==> config.mk <==
export PLATFORM = sky130hd
export DESIGN_NAME = tmr_host_if
export DESIGN_NICKNAME = d
export VERILOG_FILES = /design/src/rtl/tmr_hif_pkg.sv /design/src/rtl/tmr_hif_decode.sv /design/src/rtl/tmr_hif_chan.sv /design/src/rtl/tmr_host_if.sv
export SDC_FILE = /design/constraint.sdc
export NUM_CORES = 1
export LEC_CHECK = 0
export BUFFER_PORTS_ARGS = -buffer_cell sky130_fd_sc_hd__buf_2
export CORE_UTILIZATION = 61
export CTS_CLUSTER_SIZE = 10
export DETAILED_ROUTE_END_ITERATION = 7
export GPL_TIMING_DRIVEN = 0
export PLACE_DENSITY_LB_ADDON = 0.3
export SYNTH_ARGS = -nofsm -noshare
export SYNTH_HDL_FRONTEND = slang
export SYNTH_SLANG_ARGS = --single-unit
==> constraint.sdc <==
create_clock -name clk -period 4.7 [get_ports clk]
set_input_delay 0.47 -clock clk [delete_from_list [all_inputs] [get_ports clk]]
set_output_delay 0.47 -clock clk [all_outputs]
set_load 0.03 [all_outputs]
==> src/rtl/tmr_hif_pkg.sv <==
package tmr_hif_pkg;
    localparam int unsigned BYTE_W = 8;
    localparam int unsigned CNT_W  = 2 * BYTE_W;
    localparam int unsigned MODE_W = 3;

    typedef enum logic [1:0] {
        ACC_LATCH = 2'd0,
        ACC_LO    = 2'd1,
        ACC_HI    = 2'd2,
        ACC_WORD  = 2'd3
    } acc_e;

    typedef struct packed {
        acc_e              acc;
        logic [MODE_W-1:0] mode;
        logic              bcd;
        logic              wtog;
        logic              rtog;
        logic [BYTE_W-1:0] wlo;
        acc_e              lat_acc;
        logic [CNT_W-1:0]  lat_cnt;
        logic              sts_vld;
        logic [BYTE_W-1:0] sts;
        logic              ld_stb;
        logic [CNT_W-1:0]  ld_val;
    } chan_st_t;

    function automatic logic [MODE_W-1:0] fold_mode(input logic [MODE_W-1:0] m);
        return (m > 3'd5) ? m - 3'd4 : m;
    endfunction
endpackage

==> src/rtl/tmr_hif_decode.sv <==
module tmr_hif_decode
    import tmr_hif_pkg::*;
#(
    parameter int unsigned NUM_CH = 3
) (
    input  logic                  wr_en,
    input  logic [1:0]            addr,
    input  logic [BYTE_W-1:0]     wdata,
    output logic [NUM_CH-1:0]     prog,
    output logic [NUM_CH-1:0]     lat_cnt,
    output logic [NUM_CH-1:0]     lat_sts,
    output logic [NUM_CH-1:0]     data_wr,
    output acc_e                  prog_acc,
    output logic [MODE_W-1:0]     prog_mode,
    output logic                  prog_bcd
);
    localparam logic [1:0] CTRL_ADDR = 2'd3;
    localparam logic [1:0] RB_SEL    = 2'd3;

    logic       ctrl_wr;
    logic [1:0] sel;
    logic       is_rb;

    assign ctrl_wr   = wr_en && (addr == CTRL_ADDR);
    assign sel       = wdata[7:6];
    assign is_rb     = ctrl_wr && (sel == RB_SEL);
    assign prog_acc  = acc_e'(wdata[5:4]);
    assign prog_mode = fold_mode(wdata[3:1]);
    assign prog_bcd  = wdata[0];

    for (genvar i = 0; i < NUM_CH; i++) begin : g_ch
        logic hit;
        assign hit        = ctrl_wr && (sel == 2'(i));
        assign prog[i]    = hit && (prog_acc != ACC_LATCH);
        assign lat_cnt[i] = (hit && (prog_acc == ACC_LATCH))
                          || (is_rb && wdata[i+1] && !wdata[5]);
        assign lat_sts[i] = is_rb && wdata[i+1] && !wdata[4];
        assign data_wr[i] = wr_en && (addr == 2'(i));
    end
endmodule

==> src/rtl/tmr_hif_chan.sv <==
module tmr_hif_chan
    import tmr_hif_pkg::*;
(
    input  logic              clk,
    input  logic              rst_n,
    input  logic              prog_i,
    input  acc_e              prog_acc,
    input  logic [MODE_W-1:0] prog_mode,
    input  logic              prog_bcd,
    input  logic              lat_cnt_i,
    input  logic              lat_sts_i,
    input  logic              wr_i,
    input  logic [BYTE_W-1:0] wdata,
    input  logic              rd_i,
    input  logic [CNT_W-1:0]  live_cnt,
    input  logic              live_out,
    output logic [BYTE_W-1:0] rd_byte,
    output logic              ld_stb,
    output logic [CNT_W-1:0]  ld_val,
    output logic [MODE_W-1:0] mode,
    output logic              bcd
);
    chan_st_t st_d, st_q;

    always_comb begin
        st_d        = st_q;
        st_d.ld_stb = 1'b0;
        if (prog_i) begin
            st_d.acc  = prog_acc;
            st_d.mode = prog_mode;
            st_d.bcd  = prog_bcd;
            st_d.wtog = 1'b0;
            st_d.rtog = 1'b0;
        end
        if (lat_cnt_i && (st_q.lat_acc == ACC_LATCH)) begin
            st_d.lat_acc = st_q.acc;
            st_d.lat_cnt = live_cnt;
        end
        if (lat_sts_i && !st_q.sts_vld) begin
            st_d.sts_vld = 1'b1;
            st_d.sts     = {live_out, 1'b0, st_q.acc, st_q.mode, st_q.bcd};
        end
        if (wr_i) begin
            unique case (st_q.acc)
                ACC_LO: begin
                    st_d.ld_stb = 1'b1;
                    st_d.ld_val = {8'h00, wdata};
                end
                ACC_HI: begin
                    st_d.ld_stb = 1'b1;
                    st_d.ld_val = {wdata, 8'h00};
                end
                ACC_WORD: begin
                    if (!st_q.wtog) begin
                        st_d.wlo  = wdata;
                        st_d.wtog = 1'b1;
                    end else begin
                        st_d.ld_stb = 1'b1;
                        st_d.ld_val = {wdata, st_q.wlo};
                        st_d.wtog   = 1'b0;
                    end
                end
                default: ;
            endcase
        end
        if (rd_i) begin
            if (st_q.sts_vld) begin
                st_d.sts_vld = 1'b0;
            end else if (st_q.lat_acc != ACC_LATCH) begin
                st_d.lat_acc = (st_q.lat_acc == ACC_WORD) ? ACC_HI : ACC_LATCH;
            end else if (st_q.acc == ACC_WORD) begin
                st_d.rtog = ~st_q.rtog;
            end
        end
    end

    always_ff @(posedge clk) begin
        if (!rst_n) begin
            st_q         <= '0;
            st_q.acc     <= ACC_WORD;
            st_q.lat_acc <= ACC_LATCH;
        end else begin
            st_q <= st_d;
        end
    end

    always_comb begin
        if (st_q.sts_vld) begin
            rd_byte = st_q.sts;
        end else if (st_q.lat_acc != ACC_LATCH) begin
            rd_byte = (st_q.lat_acc == ACC_HI) ? st_q.lat_cnt[CNT_W-1:BYTE_W]
                                               : st_q.lat_cnt[BYTE_W-1:0];
        end else if ((st_q.acc == ACC_HI) || ((st_q.acc == ACC_WORD) && st_q.rtog)) begin
            rd_byte = live_cnt[CNT_W-1:BYTE_W];
        end else begin
            rd_byte = live_cnt[BYTE_W-1:0];
        end
    end

    assign ld_stb = st_q.ld_stb;
    assign ld_val = st_q.ld_val;
    assign mode   = st_q.mode;
    assign bcd    = st_q.bcd;

    // a strobe only ever follows a count-port write
    p_stb_after_write_r3: assert property (@(posedge clk) disable iff (!rst_n)
        st_q.ld_stb |-> $past(wr_i));
    // the first byte of a two-byte load gives no strobe
    p_word_first_no_load_r4: assert property (@(posedge clk) disable iff (!rst_n)
        (wr_i && st_q.acc == ACC_WORD && !st_q.wtog) |=> !st_q.ld_stb);
    // folded mode stays in the legal range
    p_mode_legal_r2: assert property (@(posedge clk) disable iff (!rst_n)
        st_q.mode <= 3'd5);
    // a held count is not overwritten until read
    p_latch_ignored_r7: assert property (@(posedge clk) disable iff (!rst_n)
        (st_q.lat_acc != ACC_LATCH && !rd_i) |=> $stable(st_q.lat_cnt));
    // status leaves first and leaves the held count untouched
    p_status_first_r9: assert property (@(posedge clk) disable iff (!rst_n)
        (rd_i && st_q.sts_vld) |=> (!st_q.sts_vld && $stable(st_q.lat_acc)));
    // programming restarts both toggles
    p_prog_resets_toggles_r10: assert property (@(posedge clk) disable iff (!rst_n)
        prog_i |=> (!st_q.rtog && !st_q.wtog));
endmodule

==> src/rtl/tmr_host_if.sv <==
module tmr_host_if
    import tmr_hif_pkg::*;
#(
    parameter int unsigned NUM_CH = 3
) (
    input  logic                      clk,
    input  logic                      rst_n,
    input  logic [1:0]                host_addr,
    input  logic                      host_wr,
    input  logic                      host_rd,
    input  logic [7:0]                host_wdata,
    output logic [7:0]                host_rdata,
    input  logic [NUM_CH*16-1:0]      live_count,
    input  logic [NUM_CH-1:0]         live_out,
    output logic [NUM_CH-1:0]         load_stb,
    output logic [NUM_CH*16-1:0]      load_value,
    output logic [NUM_CH*3-1:0]       chan_mode,
    output logic [NUM_CH-1:0]         chan_bcd
);
    logic [NUM_CH-1:0] prog, lat_cnt, lat_sts, data_wr;
    acc_e              prog_acc;
    logic [MODE_W-1:0] prog_mode;
    logic              prog_bcd;
    logic [BYTE_W-1:0] ch_byte [NUM_CH];

    tmr_hif_decode #(.NUM_CH(NUM_CH)) dec_i (
        .wr_en     (host_wr),
        .addr      (host_addr),
        .wdata     (host_wdata),
        .prog      (prog),
        .lat_cnt   (lat_cnt),
        .lat_sts   (lat_sts),
        .data_wr   (data_wr),
        .prog_acc  (prog_acc),
        .prog_mode (prog_mode),
        .prog_bcd  (prog_bcd)
    );

    for (genvar i = 0; i < NUM_CH; i++) begin : g_chan
        tmr_hif_chan chan_i (
            .clk       (clk),
            .rst_n     (rst_n),
            .prog_i    (prog[i]),
            .prog_acc  (prog_acc),
            .prog_mode (prog_mode),
            .prog_bcd  (prog_bcd),
            .lat_cnt_i (lat_cnt[i]),
            .lat_sts_i (lat_sts[i]),
            .wr_i      (data_wr[i]),
            .wdata     (host_wdata),
            .rd_i      (host_rd && (host_addr == 2'(i))),
            .live_cnt  (live_count[i*CNT_W +: CNT_W]),
            .live_out  (live_out[i]),
            .rd_byte   (ch_byte[i]),
            .ld_stb    (load_stb[i]),
            .ld_val    (load_value[i*CNT_W +: CNT_W]),
            .mode      (chan_mode[i*MODE_W +: MODE_W]),
            .bcd       (chan_bcd[i])
        );
    end

    always_comb begin
        host_rdata = '0;
        for (int i = 0; i < NUM_CH; i++) begin
            if (host_rd && (host_addr == 2'(i))) host_rdata = ch_byte[i];
        end
    end

    // the control port reads as zero
    p_ctrl_read_zero_r11: assert property (@(posedge clk) disable iff (!rst_n)
        (host_rd && host_addr == 2'd3) |-> (host_rdata == 8'h00));
    // no strobe in the first cycle out of reset
    p_reset_quiet_r12: assert property (@(posedge clk)
        $past(!rst_n) |-> (load_stb == '0));
endmodule

==> results.md <==
Flow run:
- Across the run, the number of max-cap violations was 0.

Yosys:
- After synthesis the netlist holds a flip-flop and latch count of between 150 and 200.
- The number of nets produced by synthesis is roughly 1100.
- The count of yosys warnings during synthesis is 0.
- The cell count after synthesis is 1021.
- The distinct cell type count of the synthesized netlist is between 40 and 50.
- For this run, the leading register cell type out of synthesis is dfxtp_1.
- The fraction of registers with async set or reset after synthesis is 0%.
- The post-synthesis instance area is between 0.008 and 0.009 sq mm.
- The sequential cell area fraction in the yosys report is approximately two fifths.
- The per-instance average area after synthesis is approximately 8.3 sq um.
- Yosys mapped a number of flops with a built-in enable equal to 0.

Clock tree:
- After clock tree synthesis, the setup repair step added 0 buffers.
- The clock tree buffer depth is 2.
- After clock tree synthesis, the clock-pin slew on the worst setup and hold paths is 0.07 ns.
- Once the clock tree was built, the resizer swapped 0 gates to a different size.
- The H-tree was split into 4 levels.
- The cell sitting at the root of the clock tree is a clkbuf_16.
- TritonCTS created 17 clock buffers.
- In this run, post-CTS hold repair placed 0 buffers.
- The clock reaches the later pin of the worst-skew pair after around 0.44 ns.
- The TritonCTS clock tree is done.
- The clock net in this run drives a total of approximately 180 sinks.

Placed design:
- Before CTS, the worst setup slack after placement is about 1.6 ns.
- The count of buffers added on input and output ports is about 130.
- The detailed placer's ending HPWL is between 15 and 20 mm.
- The final weighted congestion in routability-driven placement is between 0.9 and 1.

Floorplanning:
- The die area is between 0.01 and 0.015 sq mm.
- The starting density of the core is roughly 63%.
- The initialized floorplan defines between 40 and 50 standard-cell rows.
- During I/O placement, the number of pins put on the boundary was about 140.
- From left edge to right edge, the die measures around 120 microns.
- The die is between 100 and 150 microns tall.
- The core footprint is roughly 0.013 sq mm.

Critical path:
- The destination of the critical timing path is host_rdata[2].
- The required time of the critical path is 4.23 ns.
- The top fanout value on the critical path is 10.
- The critical path in this run is classified as register to output port.
- The setup check on the worst reg-to-reg path leaves a slack of ~2.6 ns.
- The launch point of the critical path is g_chan[0].chan_i.st_q[25].
- The worst setup path is captured at an output port.
- The startpoint identified for the worst register-to-register timing path is g_chan[1].chan_i.st_q[42].
- The worst-path cell with the longest stage delay is nor4b_1.
- The sort of element at the start of the critical path is a register.
- The maximum single-stage delay on the critical path is around 0.62 ns.
- The cell count of the worst reg-to-reg path is 7.
- At the worst endpoint, the arrival time is 3.09 ns.
- The end of the worst register-to-register path is g_chan[1].chan_i.st_q[37].
- The signal on the critical path passes through clkbuf_1, nor4b_1, buf_2, o311ai_0, a31oi_1, a311oi_1, a311oi_1, buf_2.

Final layout:
- Relative to the synthesized area, the layout overhead comes to 16.65%.
- Summing all flip-flop and latch instances after layout gives between 0.003 and 0.004 sq mm.
- At the end of the flow, the number of nets in the layout was between 1000 and 1500.
- Cells fill ~74% of the core in the end.
- The area of the multi-input gates is roughly 0.004 sq mm.
- Counting the fill cells in the layout gives 1036.
- In the final layout, the share of cells above drive strength 1 is a little over a fifth.
- 0 antenna diodes ended up in the layout.

STA:
- Across all hold checks on the routed design, the worst slack comes to ~0.28 ns.
- The number of max-slew violations in the final report was 0.
- In the final timing run, aggregate negative setup slack is 0 ns.
- The worst pin sits at a relative slew slack of between 40 and 50%.
- The portion of the clock cycle consumed by the worst path in the final layout is between 70% and 80%.
- The final hold violation count is 0.
- The final period demand of the worst path is roughly 3.6 ns.
- Based on the critical path, the design can be clocked at up to approximately 280 MHz.
- On the final layout, the worst clock skew is roughly 0.0086 ns.
- Setup slack on the critical path of the routed design comes to 1.136 ns.
- The total setup violations reported at the end of the flow is 0.
- Setup repair after global routing left no endpoint under its margin.
- The transition time at the pin with the least slew margin is ~0.89 ns.

Pwr:
- The maximum vdd drop is approximately 0.28 mV.
- The leakage power figure is ~4.2 nW.
- The total power consumption of the routed design is 3.162 mW.
- Dividing total power by cell area gives a power density of approximately 320 mW/mm^2.

Hold path:
- The path class of the tightest hold or removal check is input pin to register.
- The start point of the worst hold path is live_count[20].
- Counting instances, the worst hold path has a depth of 3.

Detailed routing:
- Detailed routing inserted a total of a little over 8000 vias.
- The detailed-router iteration count before antenna repair is 6.
- For this run, design rule violations remaining after detail routing come to 0.
- The residual antenna-violating net count after detailed routing is 0.
- The total wirelength of the detailed-routed design is between 20 and 25 mm.
- Using the TritonRoute via totals, the vias-per-cell ratio works out to between 6 and 7.
- In the final routed layout, each cell accounts on average for ~18 microns.
- The number of violations reported at the end of detailed-routing iteration 0 is 869.

Global routing:
- The initial antenna violation count is 0.
- After global routing the overflow that remains totals 0.
- The number of global-route vias before repair was a little over 7000.
- The first global-routing pass estimated 37.74 mm of wire.
- The pin count of the biggest net entering global routing is 17.
- Global routing used between 30% and 40% of the available tracks.

Status:
- The flow ran to the end, and the final reports show no timing, DRC or antenna violations.
[final cells by class]
| class | instances | area share [%] |
|---|---|---|
| Tap cell | 176 | 2.219 |
| Timing Repair Buffer | 128 | 6.456 |
| Clock inverter | 13 | 1.135 |
| Clock buffer | 19 | 4.464 |
| Multi-Input combinational cell | 676 | 40.98 |
| Inverter | 21 | 0.7945 |
| Sequential cell | 177 | 35.71 |
| Buffer | 147 | 8.235 |
[report_power, final]
| part | leakage, nW | switching (mW) | internal [mW] |
|---|---|---|---|
| clock | 0.269 | 0.614 | 0.741 |
| combinational | 2.47 | 0.187 | 0.0916 |
| sequential | 1.43 | 0.0110 | 1.52 |
| total | 4.17 | 0.812 | 2.35 |
[registers in the layout, indices dropped and copies added, names as in the netlist]
signal	cells
g_chan.chan_i.ld_stb	3
g_chan.chan_i.bcd	3
g_chan.chan_i.mode	9
g_chan.chan_i.st_q	114
g_chan.chan_i.ld_val	48
[logic make-up (layout without fill, tap and decap cells)]
family          count (synthesis)  in the layout  share of synthesized area (%)
simple gates                  378            378                          21.33
buf+inv                       168            328                          10.53
mux                            94             94                          11.18
flops                         177            177                          41.66
compound gates                204            204                          15.30
[how the worst min path moves through the flow]
stage                                            end
final                      g_chan[1].chan_i.st_q[30]
after global routing       g_chan[0].chan_i.st_q[26]
after CTS                  g_chan[2].chan_i.st_q[33]
after detailed placement  g_chan[1].chan_i.ld_val[0]
after global placement    g_chan[0].chan_i.ld_val[5]
after floorplan           g_chan[0].chan_i.ld_val[0]
[Yosys cell counts, types with 2 or more instances]
library cell    n  area [sq um]
nor2_4          3         33.78
buf_2           8         40.04
nor2_1        151         566.8
nand4b_1        2         17.52
nor4b_1         2         17.52
a311oi_1       14         122.6
and3b_1         9         78.83
and3_1          5         31.28
nand3_1        82         410.4
mux2_2          8         90.09
o32ai_1         2         17.52
dfxtp_1       177          3543
or2_2           2         12.51
nand3b_1        6         45.04
a211o_1         2         17.52
o211ai_1       11         82.58
a31oi_1         7         43.79
inv_1          20         75.07
o211a_1         4         40.04
a22oi_1        24         180.2
nand4_1        11         68.82
o21ai_1         2         10.01
nand2_1        74         277.8
o311ai_0        8         70.07
nand2b_1       19         118.9
a221o_1         3         30.03
a211oi_1        9         67.56
clkbuf_1       68         255.2
o22ai_1         2         12.51
o21ai_0        57         285.3
buf_4          66         495.5
buf_1           4         15.01
o21a_1          5         37.54
nor3_4          3         48.80
nor2b_1         2         12.51
a21oi_1        49         245.2
mux2i_1        86         860.8
o31ai_1         3         22.52
[placed cells by master (no fill, tap or decap), drive strengths merged, types with 8 or more instances in the layout]
cell and count:
nand2 74, clkinv 8, o311ai 8, a311oi 14, mux2i 86, a22oi 24
nand2b 19, and3b 9, o21ai 60, buf 207, o211ai 11, inv 22
nor2 155, nand3 82, dfxtp 177, a211oi 9, clkbuf 87, mux2 8
a21oi 49, nand4 12
[per-layer routing]
layer | GRT usage [%] | routed length [microns] | vias to the layer above | part of all wire [%]
met2 | 54.42 | 11100 | 469 | 46
met5 | 0 | 0 | - | 0
met4 | 13.28 | 777 | 0 | 3.2
met3 | 6.797 | 2380 | 70 | 9.8
met1 | 44.80 | 9977 | 3858 | 41
li1 | - | - | 3797 | -
[critical path, delay by kind of cell, from the launching register on]
| kind | cells | cell delay [ns] |
|---|---|---|
| flip-flops | 1 | 0.29 |
| AND/OR/NAND/NOR | 1 | 0.62 |
| buffers and inverters | 3 | 0.83 |
| AO/OA/AOI/OAI | 4 | 0.91 |
[through the flow]
stage / cells / area, sq um
finish: 1357 / 9922
global route: 1357 / 9922
global placement: 1325 / 9366
CTS: 1357 / 9922
floorplan: 1021 / 8506
detailed placement: 1325 / 9366
No activity file was read; power rests on OpenSTA's default activity.
